### config.mk
export PLATFORM = sky130hd
export DESIGN_NAME = prio_irq_ctrl
export DESIGN_NICKNAME = d
export VERILOG_FILES = /design/src/rtl/prio_irq_pkg.sv /design/src/rtl/irq_capture.sv /design/src/rtl/irq_cfg_regs.sv /design/src/rtl/irq_arbiter.sv /design/src/rtl/irq_service.sv /design/src/rtl/prio_irq_ctrl.sv
export SDC_FILE = /design/constraint.sdc
export NUM_CORES = 1
export LEC_CHECK = 0
export BUFFER_PORTS_ARGS = -buffer_cell sky130_fd_sc_hd__buf_4
export CORE_MARGIN = 3
export CORE_UTILIZATION = 45
export CTS_BUF_LIST = sky130_fd_sc_hd__clkbuf_4
export DETAILED_ROUTE_END_ITERATION = 6
export PLACE_DENSITY = 0.71
export SYNTH_ARGS = -nofsm -noshare
export SYNTH_HDL_FRONTEND = slang
export SYNTH_SLANG_ARGS = --single-unit
export TNS_END_PERCENT = 1
### constraint.sdc
create_clock -name clk -period 4 [get_ports clk]
set_input_delay 0.8 -clock clk [delete_from_list [all_inputs] [get_ports clk]]
set_output_delay 0.8 -clock clk [all_outputs]
set_load 0.1 [all_outputs]
### src/rtl/prio_irq_pkg.sv
package prio_irq_pkg;

    localparam int CMD_W = 2;

    typedef enum logic [CMD_W-1:0] {
        CMD_MASK_LOAD = 2'd0,
        CMD_EN_ON     = 2'd1,
        CMD_EN_OFF    = 2'd2,
        CMD_SVC_DONE  = 2'd3
    } reg_cmd_e;

    typedef struct packed {
        logic mask_load;
        logic en_on;
        logic en_off;
        logic svc_done;
    } ctrl_op_t;

    function automatic ctrl_op_t decode_op(input logic wr, input logic [CMD_W-1:0] cmd);
        ctrl_op_t op;
        op = '0;
        if (wr) begin
            case (reg_cmd_e'(cmd))
                CMD_MASK_LOAD: op.mask_load = 1'b1;
                CMD_EN_ON:     op.en_on     = 1'b1;
                CMD_EN_OFF:    op.en_off    = 1'b1;
                default:       op.svc_done  = 1'b1;
            endcase
        end
        return op;
    endfunction

endpackage

### src/rtl/irq_capture.sv
module irq_capture #(
    parameter int NUM_LVL = 3,
    localparam int NUM_SRC = NUM_LVL + 1,
    localparam int IDX_W   = $clog2(NUM_SRC)
) (
    input  logic               clk,
    input  logic               rst,
    input  logic               nmi_req,
    input  logic [NUM_LVL-1:0] irq_req,
    input  logic               grant_v,
    input  logic [IDX_W-1:0]   grant_idx,
    output logic [NUM_SRC-1:0] pend_q
);
    logic               nmi_prev_q;
    logic [NUM_SRC-1:0] set_vec;
    logic [NUM_SRC-1:0] clr_vec;

    always_comb begin
        set_vec = {nmi_req & ~nmi_prev_q, irq_req};
        clr_vec = '0;
        if (grant_v) clr_vec[grant_idx] = 1'b1;
    end

    always_ff @(posedge clk) begin
        if (rst) begin
            nmi_prev_q <= 1'b0;
            pend_q     <= '0;
        end else begin
            nmi_prev_q <= nmi_req;
            pend_q     <= (pend_q & ~clr_vec) | set_vec;
        end
    end


    pend_keep_chk: assert property (@(posedge clk) disable iff (rst)
        !grant_v |=> (($past(pend_q) & ~pend_q) == '0));


    nmi_latch_chk: assert property (@(posedge clk) disable iff (rst)
        $rose(nmi_req) |=> pend_q[NUM_SRC-1]);
endmodule

### src/rtl/irq_cfg_regs.sv
module irq_cfg_regs
    import prio_irq_pkg::*;
#(
    parameter int NUM_LVL = 3
) (
    input  logic               clk,
    input  logic               rst,
    input  ctrl_op_t           op,
    input  logic [NUM_LVL-1:0] wdata,
    output logic [NUM_LVL-1:0] mask_q,
    output logic               gie_q
);
    always_ff @(posedge clk) begin
        if (rst) begin
            mask_q <= '1;
            gie_q  <= 1'b0;
        end else begin
            if (op.mask_load) mask_q <= wdata;
            if (op.en_on)     gie_q  <= 1'b1;
            else if (op.en_off) gie_q <= 1'b0;
        end
    end


    mask_rb_chk: assert property (@(posedge clk) disable iff (rst)
        op.mask_load |=> (mask_q == $past(wdata)));


    gie_on_chk: assert property (@(posedge clk) disable iff (rst)
        op.en_on |=> gie_q);
endmodule

### src/rtl/irq_arbiter.sv
module irq_arbiter #(
    parameter int NUM_LVL = 3,
    localparam int NUM_SRC = NUM_LVL + 1,
    localparam int IDX_W   = $clog2(NUM_SRC)
) (
    input  logic [NUM_SRC-1:0] pend,
    input  logic [NUM_LVL-1:0] mask,
    input  logic               gie,
    input  logic [NUM_SRC-1:0] isr,
    output logic               irq,
    output logic [IDX_W-1:0]   win_idx
);
    logic [NUM_SRC-1:0] elig;
    logic               win_v;
    logic               svc_v;
    logic [IDX_W-1:0]   svc_idx;

    assign elig[NUM_SRC-1] = pend[NUM_SRC-1];

    for (genvar k = 0; k < NUM_LVL; k++) begin : g_elig
        assign elig[k] = pend[k] & ~mask[k] & gie;
    end

    always_comb begin
        win_v   = 1'b0;
        win_idx = '0;
        svc_v   = 1'b0;
        svc_idx = '0;
        for (int i = 0; i < NUM_SRC; i++) begin
            if (elig[i]) begin
                win_v   = 1'b1;
                win_idx = IDX_W'(i);
            end
            if (isr[i]) begin
                svc_v   = 1'b1;
                svc_idx = IDX_W'(i);
            end
        end
        irq = win_v && (!svc_v || (win_idx > svc_idx));
    end
endmodule

### src/rtl/irq_service.sv
module irq_service #(
    parameter int NUM_LVL = 3,
    localparam int NUM_SRC = NUM_LVL + 1,
    localparam int IDX_W   = $clog2(NUM_SRC)
) (
    input  logic               clk,
    input  logic               rst,
    input  logic               grant_v,
    input  logic [IDX_W-1:0]   grant_idx,
    input  logic               svc_done,
    output logic [NUM_SRC-1:0] isr_q
);
    logic [NUM_SRC-1:0] top_bit;
    logic [NUM_SRC-1:0] isr_nxt;

    always_comb begin
        top_bit = '0;
        for (int i = 0; i < NUM_SRC; i++) begin
            if (isr_q[i]) top_bit = NUM_SRC'(1) << i;
        end
        isr_nxt = isr_q;
        if (svc_done) isr_nxt = isr_nxt & ~top_bit;
        if (grant_v)  isr_nxt[grant_idx] = 1'b1;
    end

    always_ff @(posedge clk) begin
        if (rst) isr_q <= '0;
        else     isr_q <= isr_nxt;
    end


    isr_hold_chk: assert property (@(posedge clk) disable iff (rst)
        (!grant_v && !svc_done) |=> $stable(isr_q));


    isr_grant_chk: assert property (@(posedge clk) disable iff (rst)
        grant_v |=> isr_q[$past(grant_idx)]);
endmodule

### src/rtl/prio_irq_ctrl.sv
module prio_irq_ctrl
    import prio_irq_pkg::*;
#(
    parameter int NUM_LVL = 3,
    localparam int NUM_SRC = NUM_LVL + 1,
    localparam int IDX_W   = $clog2(NUM_SRC)
) (
    input  logic               clk,
    input  logic               rst,
    input  logic               nmi_req,
    input  logic [NUM_LVL-1:0] irq_req,
    output logic               cpu_irq,
    input  logic               cpu_ack,
    output logic [IDX_W-1:0]   vec_out,
    input  logic               reg_wr,
    input  logic [CMD_W-1:0]   reg_cmd,
    input  logic [NUM_LVL-1:0] reg_wdata,
    output logic [NUM_LVL:0]   reg_rdata
);
    localparam logic [IDX_W-1:0] NMI_CODE = IDX_W'(NUM_LVL);

    ctrl_op_t           op;
    logic [NUM_SRC-1:0] pend_q;
    logic [NUM_SRC-1:0] isr_q;
    logic [NUM_LVL-1:0] mask_q;
    logic               gie_q;
    logic               arb_irq;
    logic [IDX_W-1:0]   win_idx;
    logic               grant_v;

    assign op      = decode_op(reg_wr, reg_cmd);
    assign grant_v = cpu_ack & arb_irq;

    irq_capture #(.NUM_LVL(NUM_LVL)) u_cap (
        .clk(clk), .rst(rst), .nmi_req(nmi_req), .irq_req(irq_req),
        .grant_v(grant_v), .grant_idx(win_idx), .pend_q(pend_q)
    );

    irq_cfg_regs #(.NUM_LVL(NUM_LVL)) u_cfg (
        .clk(clk), .rst(rst), .op(op), .wdata(reg_wdata),
        .mask_q(mask_q), .gie_q(gie_q)
    );

    irq_arbiter #(.NUM_LVL(NUM_LVL)) u_arb (
        .pend(pend_q), .mask(mask_q), .gie(gie_q), .isr(isr_q),
        .irq(arb_irq), .win_idx(win_idx)
    );

    irq_service #(.NUM_LVL(NUM_LVL)) u_svc (
        .clk(clk), .rst(rst), .grant_v(grant_v), .grant_idx(win_idx),
        .svc_done(op.svc_done), .isr_q(isr_q)
    );

    assign cpu_irq   = arb_irq;
    assign vec_out   = arb_irq ? win_idx : '0;
    assign reg_rdata = {gie_q, mask_q};


    nmi_bypass_chk: assert property (@(posedge clk) disable iff (rst)
        (pend_q[NUM_SRC-1] && !isr_q[NUM_SRC-1]) |-> (cpu_irq && vec_out == NMI_CODE));


    gie_off_chk: assert property (@(posedge clk) disable iff (rst)
        (!gie_q && cpu_irq) |-> (vec_out == NMI_CODE));


    no_lower_chk: assert property (@(posedge clk) disable iff (rst)
        cpu_irq |-> !isr_q[vec_out]);
endmodule

==> load_flow_metrics.sql <==
INSERT INTO impl_metrics (metric_group, metric, value, unit) VALUES
('cells_and_area', 'multi_input_area', '380.4', 'um2'),
('setup_path', 'setup.worst_path.start', 'u_cfg.mask_q[2]$_SDFFE_PP1P_', ''),
('setup_path', 'r2r_cells', '8', ''),
('synth', 'synth-adder-area-share', '3.676', '%'),
('clock_network', 'cts_root_buf', 'clkbuf_4', ''),
('hold_path', 'min_from', 'u_cap.pend_q[2]$_SDFF_PP0_', ''),
('timing', 'transition_time_at_the_pin_with_the_least_slew_margin', '0.5327', 'ns'),
('global_routing', 'grt_met3_usage', '5.179', '%'),
('global_routing', 'grt_residual_overflow', '0', ''),
('setup_path', 'r2r_setup_slack', '1.78', 'ns'),
('cells_and_area', 'antenna_cells_inserted', '0', ''),
('setup_path', 'path_depth', '9', ''),
('synth', 'post_synth_mux_area_share', '0', '%'),
('power', 'power.share.clock', '28.9', '%'),
('detailed_routing', 'ant_nets', '0', ''),
('synth', 'yosysUniqueCellTypes', '32', ''),
('detailed_routing', 'route.final.wire_length', '1534', 'um'),
('timing', 'rsz0062_at_grt', 'no', ''),
('power', 'power_per_cell_area', '378.4', 'nW/um2'),
('setup_path', 'critPathMostFrequentCell', 'nor2b_1', ''),
('synth', 'synth-simple-area-share', '26.84', '%'),
('global_routing', 'antenna_found_initial', '0', ''),
('global_routing', 'grt_pass1_vias', '557', ''),
('setup_path', 'worstPathRequired', '3.20', 'ns'),
('detailed_routing', 'avgViaCountPerCell', '5.420', ''),
('setup_path', 'worst_path_dominant_cell_family', 'simple AND/OR/NAND/NOR gates', ''),
('synth', 'summed_instance_area_of_the_synthesized_netlist', '680.7', 'um2'),
('clock_network', 'post_cts_setup_driven_buffer_insertion_count', '0', ''),
('detailed_routing', 'initialDrtViolationCount', '10', ''),
('clock_network', 'tritoncts_num_sinks', '13', ''),
('detailed_routing', 'routed-via-count', '645', ''),
('synth', 'synth_compound_gate_area_share', '24.82', '%'),
('placed_design', 'place_inst', '115', ''),
('timing', 'max_freq', '317.8', 'MHz'),
('clock_network', 'max-clock-path-buffers', '2', ''),
('timing', 'timing.final.crit_period', '3.147', 'ns'),
('cells_and_area', 'final-instance-count-excl-fill', '119', ''),
('timing', 'timing_max_transition_violations_final', '0', ''),
('power', 'share_comb_of_total_power', '26.8', '%'),
('clock_network', 'cts-htree-levels', '1', ''),
('setup_path', 'cp_data_arrival_time', '2.35', 'ns'),
('run_status', 'run_status', 'complete, no violations', ''),
('detailed_routing', 'drc', '0', ''),
('clock_network', 'worst_skew_pair.late_latency', '0.28', 'ns'),
('placed_design', 'dp_hpwl', '1177', 'um'),
('global_routing', 'grt_first_pass_wirelength', '2553', 'um'),
('clock_network', 'tritoncts.num_buffers', '3', ''),
('timing', 'hold_viol_final', '0', ''),
('setup_path', 'crit_type', 'register to output port', ''),
('detailed_routing', 'dr.pass1.iters', '4', ''),
('cells_and_area', 'area.growth.synth_to_final', '25.00', '%'),
('global_routing', 'pin_count_of_the_biggest_net_entering_global_routing', '11', ''),
('cells_and_area', 'layout_cells_sized_above_1', '28.85', '%'),
('setup_path', 'timing.critical_path.slowest_stage_cell', 'dfxtp_1', ''),
('die', 'die_span_in_y', '44.89', 'um'),
('setup_path', 'crit_path_start_kind', 'register', ''),
('setup_path', 'r2r_end', 'u_cap.pend_q[1]$_SDFF_PP0_', ''),
('power', 'net-switching-power', '0.1131', 'mW'),
('job', 'maxCapViolations', '0', ''),
('die', 'dieArea', '2015', 'um2'),
('die', 'floorplan.rows', '13', ''),
('setup_path', 'crit_chain', 'nor2b_1 > nor3b_1 > a21oi_1 > ha_1 > nor2b_1 > o21ai_2 > and2_1 > nor2_1 > buf_4', ''),
('setup_path', 'critPathMaxFanout', '4', ''),
('power', 'static-leakage-power', '0.4050', 'nW'),
('setup_path', 'path_buf_inv', '1', ''),
('synth', 'postSynthNetCount', '99', ''),
('synth', 'yosys.area_share.xor_xnor', '0', '%'),
('global_routing', 'busiest_layer', 'met1', ''),
('timing', 'setup_viol', '0', ''),
('setup_path', 'reg2reg_start', 'u_cfg.mask_q[2]$_SDFFE_PP1P_', ''),
('die', 'floorplan.die.width', '44.89', 'um');
[layout make-up]
cell class | count | share of cell area (%)
Clock buffer | 4 | 3.529
Inverter | 5 | 2.206
Multi-Input combinational cell | 63 | 44.71
Sequential cell | 13 | 30.59
Tap cell | 15 | 2.206
Timing Repair Buffer | 19 | 16.76
[worst reg2reg max path: cells and delay by family, from the launching register on]
kind                       cells  cell delay (ns)
AOI/OAI and AO/OA              4             0.88
and+or+nand+nor                3             0.60
adders and majority gates      1             0.22
DFF                            1             0.38
[flip-flops by register name, indices dropped and copies added, names as in the netlist]
register,cells
u_cap.pend_q,4
u_cfg.mask_q,3
u_cap.nmi_prev_q,1
u_svc.isr_q,4
u_cfg.gie_q,1
[cells by family after synthesis]
group | after synthesis
AO/OA/AOI/OAI | 23
buffers and inverters | 8
AND/OR/NAND/NOR | 38
adder cells (fa/ha/maj) | 2
flip-flops | 13
[per-stage QoR]
stage / power [mW] / setup slack, ns / instance area, um2
after floorplan: 0.2089 / -0.2736 / 684.4
after CTS: 0.3234 / 0.8525 / 850.8
after global placement: 0.2309 / 1.209 / 820.8
after detailed placement: 0.2317 / 1.156 / 820.8
after global routing: 0.3423 / 0.6551 / 850.8
final: 0.3219 / 0.8530 / 850.8
[power by group through the flow]
stage / Clock, mW / Sequential, mW / Combinational (mW)
3_3_place_gp: 0 / 0.145 / 0.0857
5_1_grt: 0.106 / 0.144 / 0.0924
3_5_place_dp: 0 / 0.146 / 0.0862
4_1_cts: 0.0944 / 0.142 / 0.0865
6_report: 0.0931 / 0.143 / 0.0863
2_1_floorplan: 0 / 0.154 / 0.0550
[cell usage after synthesis, drive strengths merged]
cell / number / share of area [%]
nor2: 14 / 7.7
dfxtp: 13 / 38
nand2: 7 / 3.9
a21oi: 5 / 3.7
inv: 5 / 2.8
nand3: 4 / 3.7
nor2b: 4 / 3.7
nor3: 4 / 2.9
o21ai: 3 / 2.8
a211oi: 2 / 2.2
a21o: 2 / 2.2
a31o: 2 / 2.6
clkbuf: 2 / 2.6
ha: 2 / 3.7
a211o: 1 / 1.5
a21boi: 1 / 1.1
a221oi: 1 / 1.3
a311oi: 1 / 1.3
a41o: 1 / 1.5
and2: 1 / 0.92
and3: 1 / 0.92
buf: 1 / 1.1
nand2b: 1 / 0.92
nor3b: 1 / 1.1
o211ai: 1 / 1.1
o22ai: 1 / 0.92
o311a: 1 / 1.7
o31ai: 1 / 1.1
or4: 1 / 1.1
[layer usage]
metal | routed length [um] | up-vias
li1 | - | 338
met1 | 758 | 288
met2 | 660 | 14
met3 | 78 | 5
met4 | 37 | 0
met5 | 0 | -
[worst min-delay path by stage]
stage | endpoint | depth (start not counted)
2_1_floorplan | u_cap.pend_q[2]$_SDFF_PP0_ | 2
5_1_grt | u_cap.pend_q[2]$_SDFF_PP0_ | 2
3_5_place_dp | u_cap.pend_q[2]$_SDFF_PP0_ | 2
3_3_place_gp | u_cap.pend_q[2]$_SDFF_PP0_ | 2
4_1_cts | u_cap.pend_q[2]$_SDFF_PP0_ | 2
6_report | u_cap.pend_q[2]$_SDFF_PP0_ | 2
(Power assumes the default switching activity.)
